--- src/rtl/hwswap_dma.sv ---
module hwswap_dma #(
  parameter int ADDR_W = 16,
  parameter int LEN_W  = 8,
  parameter int BURST  = 64
) (
  input  logic              clk,
  input  logic              rst_n,
  input  logic              base_we,
  input  logic [ADDR_W-1:0] base_wdata,
  input  logic              req_valid,
  output logic              req_ready,
  input  logic [ADDR_W-1:0] req_addr,
  input  logic [LEN_W-1:0]  req_len,
  input  logic              req_to_mem,
  input  logic              req_noswap,
  input  logic              pin_valid,
  output logic              pin_ready,
  input  logic [7:0]        pin_data,
  output logic              pout_valid,
  input  logic              pout_ready,
  output logic [7:0]        pout_data,
  output logic              mcmd_valid,
  input  logic              mcmd_ready,
  output logic [ADDR_W-1:0] mcmd_addr,
  output logic [LEN_W-1:0]  mcmd_len,
  output logic              mcmd_write,
  output logic              mwr_valid,
  input  logic              mwr_ready,
  output logic [7:0]        mwr_data,
  input  logic              mrd_valid,
  output logic              mrd_ready,
  input  logic [7:0]        mrd_data,
  output logic              done
);

  localparam logic [LEN_W-1:0] BURST_L = LEN_W'(BURST);

  typedef enum logic [1:0] {ST_IDLE, ST_CMD, ST_DATA, ST_DONE} st_t;

  st_t               state;
  logic [ADDR_W-1:0] base_q, cur_addr;
  logic [LEN_W-1:0]  remain, seg_left;
  logic              wr_q, swp_q;
  logic [7:0]        hold0, hold1;
  logic [1:0]        hcnt;
  logic              ocnt;

  logic [ADDR_W-1:0] or_addr, eff_addr;
  logic [LEN_W-1:0]  eff_len, seg;
  logic              full, in_data, src_valid, snk_ready, src_fire, snk_fire;
  logic [7:0]        src_byte, out_byte;

  assign or_addr  = req_addr | base_q;
  assign eff_addr = {or_addr[ADDR_W-1:1], or_addr[0] & req_noswap};
  assign eff_len  = {req_len[LEN_W-1:1], req_len[0] & req_noswap};
  assign seg      = (wr_q && swp_q && remain > BURST_L) ? BURST_L : remain;

  assign in_data   = (state == ST_DATA);
  assign full      = swp_q ? (hcnt == 2'd2) : (hcnt == 2'd1);
  assign src_valid = wr_q ? pin_valid : mrd_valid;
  assign src_byte  = wr_q ? pin_data : mrd_data;
  assign snk_ready = wr_q ? mwr_ready : pout_ready;
  assign src_fire  = in_data && !full && src_valid;
  assign snk_fire  = in_data && full && snk_ready;
  assign out_byte  = (swp_q && !ocnt) ? hold1 : hold0;

  assign req_ready  = (state == ST_IDLE);
  assign done       = (state == ST_DONE);
  assign mcmd_valid = (state == ST_CMD);
  assign mcmd_addr  = cur_addr;
  assign mcmd_len   = seg;
  assign mcmd_write = wr_q;
  assign pin_ready  = in_data && !full && wr_q;
  assign mrd_ready  = in_data && !full && !wr_q;
  assign mwr_valid  = in_data && full && wr_q;
  assign pout_valid = in_data && full && !wr_q;
  assign mwr_data   = out_byte;
  assign pout_data  = out_byte;

  always_ff @(posedge clk) begin
    if (!rst_n) base_q <= '0;
    else if (base_we) base_q <= base_wdata;
  end

  always_ff @(posedge clk) begin
    if (!rst_n) begin
      state    <= ST_IDLE;
      cur_addr <= '0;
      remain   <= '0;
      seg_left <= '0;
      wr_q     <= 1'b0;
      swp_q    <= 1'b0;
      hold0    <= '0;
      hold1    <= '0;
      hcnt     <= '0;
      ocnt     <= 1'b0;
    end else begin
      case (state)
        ST_IDLE: if (req_valid) begin
          cur_addr <= eff_addr;
          remain   <= eff_len;
          wr_q     <= req_to_mem;
          swp_q    <= !req_noswap;
          state    <= (eff_len == '0) ? ST_DONE : ST_CMD;
        end
        ST_CMD: if (mcmd_ready) begin
          seg_left <= seg;
          remain   <= remain - seg;
          cur_addr <= cur_addr + ADDR_W'(seg);
          hcnt     <= '0;
          ocnt     <= 1'b0;
          state    <= ST_DATA;
        end
        ST_DATA: begin
          if (src_fire) begin
            if (hcnt == 2'd0) hold0 <= src_byte;
            else hold1 <= src_byte;
            hcnt <= hcnt + 2'd1;
          end
          if (snk_fire) begin
            seg_left <= seg_left - 1'b1;
            if (!swp_q || ocnt) begin
              hcnt <= '0;
              ocnt <= 1'b0;
            end else begin
              ocnt <= 1'b1;
            end
            if (seg_left == LEN_W'(1)) state <= (remain == '0) ? ST_DONE : ST_CMD;
          end
        end
        default: state <= ST_IDLE;
      endcase
    end
  end

  assert_burst_cap_R6: assert property (@(posedge clk) disable iff (!rst_n)
    mcmd_valid && mcmd_write && swp_q |-> mcmd_len <= BURST_L && mcmd_len != '0);

  assert_even_cmd_R3: assert property (@(posedge clk) disable iff (!rst_n)
    mcmd_valid && swp_q |-> !mcmd_addr[0] && !mcmd_len[0]);

  assert_done_pulse_R9: assert property (@(posedge clk) disable iff (!rst_n)
    done |=> !done);

  assert_cmd_hold_R10: assert property (@(posedge clk) disable iff (!rst_n)
    mcmd_valid && !mcmd_ready |=> mcmd_valid && $stable(mcmd_addr) && $stable(mcmd_len));

  assert_wdata_hold_R10: assert property (@(posedge clk) disable iff (!rst_n)
    mwr_valid && !mwr_ready |=> mwr_valid && $stable(mwr_data));

endmodule

--- config.mk ---
export PLATFORM = sky130hd
export DESIGN_NAME = hwswap_dma
export DESIGN_NICKNAME = d
export VERILOG_FILES = /design/src/rtl/hwswap_dma.sv
export SDC_FILE = /design/constraint.sdc
export NUM_CORES = 1
export LEC_CHECK = 0
export ABC_AREA = 1
export ABC_CLOCK_PERIOD_IN_PS = 2860
export CAP_MARGIN = 20
export CORE_MARGIN = 2
export CORE_UTILIZATION = 49
export DETAILED_ROUTE_END_ITERATION = 7
export PLACE_DENSITY = 0.82
export SYNTH_ARGS = -nofsm -noshare
export SYNTH_HDL_FRONTEND = slang
export SYNTH_SLANG_ARGS = --single-unit
--- constraint.sdc ---
create_clock -name clk -period 2.86 [get_ports clk]
set_input_delay 0.286 -clock clk [delete_from_list [all_inputs] [get_ports clk]]
set_output_delay 0.286 -clock clk [all_outputs]
set_load 0.01 [all_outputs]
==> results.toml <==
[clocking]
clkLatencyLatePin_ns = 0.36
cts-root-buf = "clkbuf_8"
h-tree-depth = 3
cts_buffers = 9
cts_max_path_buffers = 2
cts.sinks = 71
cts_tree = "built"
clkTransAtPathRegs_ns = 0.08

[die]
rows = 33
io_pins = 115
die_h_um = 95.7
design.core.area_sq_um = 8180
dieArea_sq_um = 9150
start_util = 0.504
die_x_um = 95.7

[sta]
drv_slew = 0
grt_setup_unrepaired = "false"
period_share = 0.923
max_freq_mhz = 379
fin_skew_ns = 0.0124
min_period_ns = 2.64
hold_viol = 0
worstMarginPinSlew_ns = 0.612
setup_viol = 0
slew_headroom = 0.591

[grt]
grt_pass1_wl_um = 19000
grt_pass1_vias = 4243
grt_overflow = 0
grt_max_degree = 52
antenna_found_initial = 0
grt.total_usage = 0.265

[setup_path]
r2r_start = "remain[5]"
reg2reg_depth = 16
end_kind = "flip-flop"
arrival_ns = 2.93
required_ns = 3.15
cp_max_fo = 10
worstSetupStartpointType = "flip-flop"
r2r_setup_slack_ns = 0.22
crit_type = "reg -> reg"
reg2reg_to = "mcmd_addr[14]"

[synthesis]
synth_edf_count = 0
synth_cells = 617
syn_nets = 697
yosysMostFrequentCell = "nand2_1"
seq_area_frac_synth = 0.345
ys_types = 44
ys_ff_latch = 71
yosys-top-cells-area = "dfxtp_1 35%, nand2_1 12%, o21ai_0 10%, nor2_1 6.2%, a21oi_1 6.1%"
synthArstFlopShare = 0
synth.top_cell.area_share = 0.345
synthDominantAreaCellType = "dfxtp_1"
synth_area_per_cell_sq_um = 6.67
syn_area_sq_um = 4120
yosys_warnings = 0
synth_common_cells = "134 x nand2_1, 85 x o21ai_0, 71 x dfxtp_1, 68 x nor2_1, 59 x inv_1"
ys.flop_type = "dfxtp_1"

[placement]
dpl.hpwl_um = 8600
port_buffers = 114
gp_congestion = 0.878
placed_cell_area_sq_um = 5270

[route]
vias = 4408
remaining_drc_errors = 0
drt-initial-drc-count = 216
wl_per_cell_um = 14.0
wl_um = 11600
post_drt_via_cell_ratio = 5.31
first_pass_iters = 5
final_antenna_net_count = 0

[pwr]
power.static_leakage_nw = 2.33
powerDensity_nw_per_um2 = 807
peakVddDrop_uv = 393
total_power_mw = 4.46

[layout]
nets = 800
antenna_cells = 0
synthToLayoutAreaGrowth_pct = 34.1
drive_above_1_share = 0.0662
fin_area_sq_um = 5520

[min_path]
hold_path.class = "reg -> reg"
holdPathStages = 2
holdPathEnd = "hold0[4]"
hold_path_startpoint = "hold0[4]"

[flow_run]
drv_cap = 0

[outcome]
status = "finished, final reports clean"
[stage by stage]
step / hold WS [ns] / setup TNS [ns] / std cells / setup slack [ns] / utilization
2_1_floorplan: 0.376 / 0 / 617 / 0.154 / -
3_3_place_gp: 0.434 / 0 / 813 / 0.0976 / 0.645
3_5_place_dp: 0.442 / -0.0651 / 813 / -0.0503 / 0.645
4_1_cts: 0.454 / 0 / 829 / 0.0543 / 0.673
5_1_grt: 0.480 / 0 / 830 / 0.00448 / 0.675
6_report: 0.452 / 0 / 830 / 0.221 / 0.675
[cell families (layout without fill, tap and decap cells)]
| logic type | count (synthesis) | count (layout) | share of synthesized area |
|---|---|---|---|
| AND/OR/NAND/NOR | 249 | 249 | 0.251 |
| buffers and inverters | 101 | 209 | 0.107 |
| flip-flops | 71 | 71 | 0.345 |
| other | 1 | 1 | 0.000911 |
| AO/OA/AOI/OAI | 169 | 169 | 0.226 |
| multiplexers | 1 | 1 | 0.00243 |
| XOR/XNOR | 12 | 12 | 0.0255 |
| adder cells (fa/ha/maj) | 13 | 13 | 0.0413 |
[where the power goes]
| group | leakage [nW] | internal, mW | switching (mW) | total [mW] |
|---|---|---|---|---|
| Sequential | 0.584 | 1.20 | 0.193 | 1.40 |
| Combinational | 1.63 | 0.901 | 1.23 | 2.13 |
| Clock | 0.112 | 0.537 | 0.397 | 0.935 |
[layer usage]
| metal | global-route usage | share of wire | up-vias |
|---|---|---|---|
| li1 | - | - | 2217 |
| met2 | 0.471 | 0.50 | 140 |
| met3 | 0.0577 | 0.062 | 18 |
| met5 | 0 | 0 | - |
| met1 | 0.316 | 0.43 | 2033 |
| met4 | 0.0845 | 0.016 | 0 |
[flip-flops by register name, indices dropped and copies added, names as in the netlist]
signal and cells:
mcmd_addr 16, swp_q 1, mcmd_write 1, hold1 8, ocnt 1, base_q 16
state 2, hcnt 2, hold0 8, remain 8, seg_left 8
[repair_timing]
item	4_1_cts	5_1_grt
resized for setup	1	3
setup buffers	0	1
hold buffers	0	0
pin swaps	0	1
endpoints found under the hold margin	0	0
endpoints found under the setup margin	3	3
[worst max-delay path: stages (launching register included)]
cell	delay, ns
dfxtp_1	0.34
inv_1	0.10
nand2_1	0.06
nor2_1	0.08
nand2_1	0.08
nand2_2	0.12
inv_2	0.11
nor2_1	0.36
ha_1	0.36
a21oi_1	0.15
a21boi_0	0.21
nand2_1	0.15
nand2_1	0.16
nor2_1	0.05
nand2_1	0.05
nand3_1	0.07
a21oi_1	0.12
[cell usage in the layout, fill, tap and decap left out, drive strengths merged]
cell,instances
o311ai,1
ha,12
o22ai,1
a211oi,5
clkbuf,11
mux2i,1
nor2,75
o21ai,87
xnor2,3
clkdlybuf4s50,114
o211ai,4
fa,1
xor2,9
clkinvlp,2
dfxtp,71
nand2,136
buf,10
nor4,1
o21bai,2
o211a,1
a21o,2
or2,1
nand3,29
bufinv,2
inv,67
o32ai,1
a21boi,1
a21oi,51
o31ai,2
a31oi,10
nor3,5
nand4,2
conb,1
clkinv,3
o21a,1
[worst max-delay path by stage]
stage	to	slack, ns	from
floorplan	mcmd_addr[14]	0.15	remain[5]
global placement	mcmd_addr[14]	0.1	remain[5]
detailed placement	mcmd_addr[14]	-0.05	remain[5]
CTS	mcmd_addr[14]	0.05	remain[5]
global route	mcmd_addr[14]	0.004	remain[5]
finish	mcmd_addr[14]	0.22	remain[5]
[final cells by class]
type                            count  area [sq um]
Tap cell                          105           131
Inverter                           69           259
Timing Repair Buffer              124          1220
Sequential cell                    71          1420
Clock buffer                       11           151
Multi-Input combinational cell    445          2260
Fill cell                         706          2660
Clock inverter                      5          80.1
Note: power is estimated with default switching activity, not from simulation.
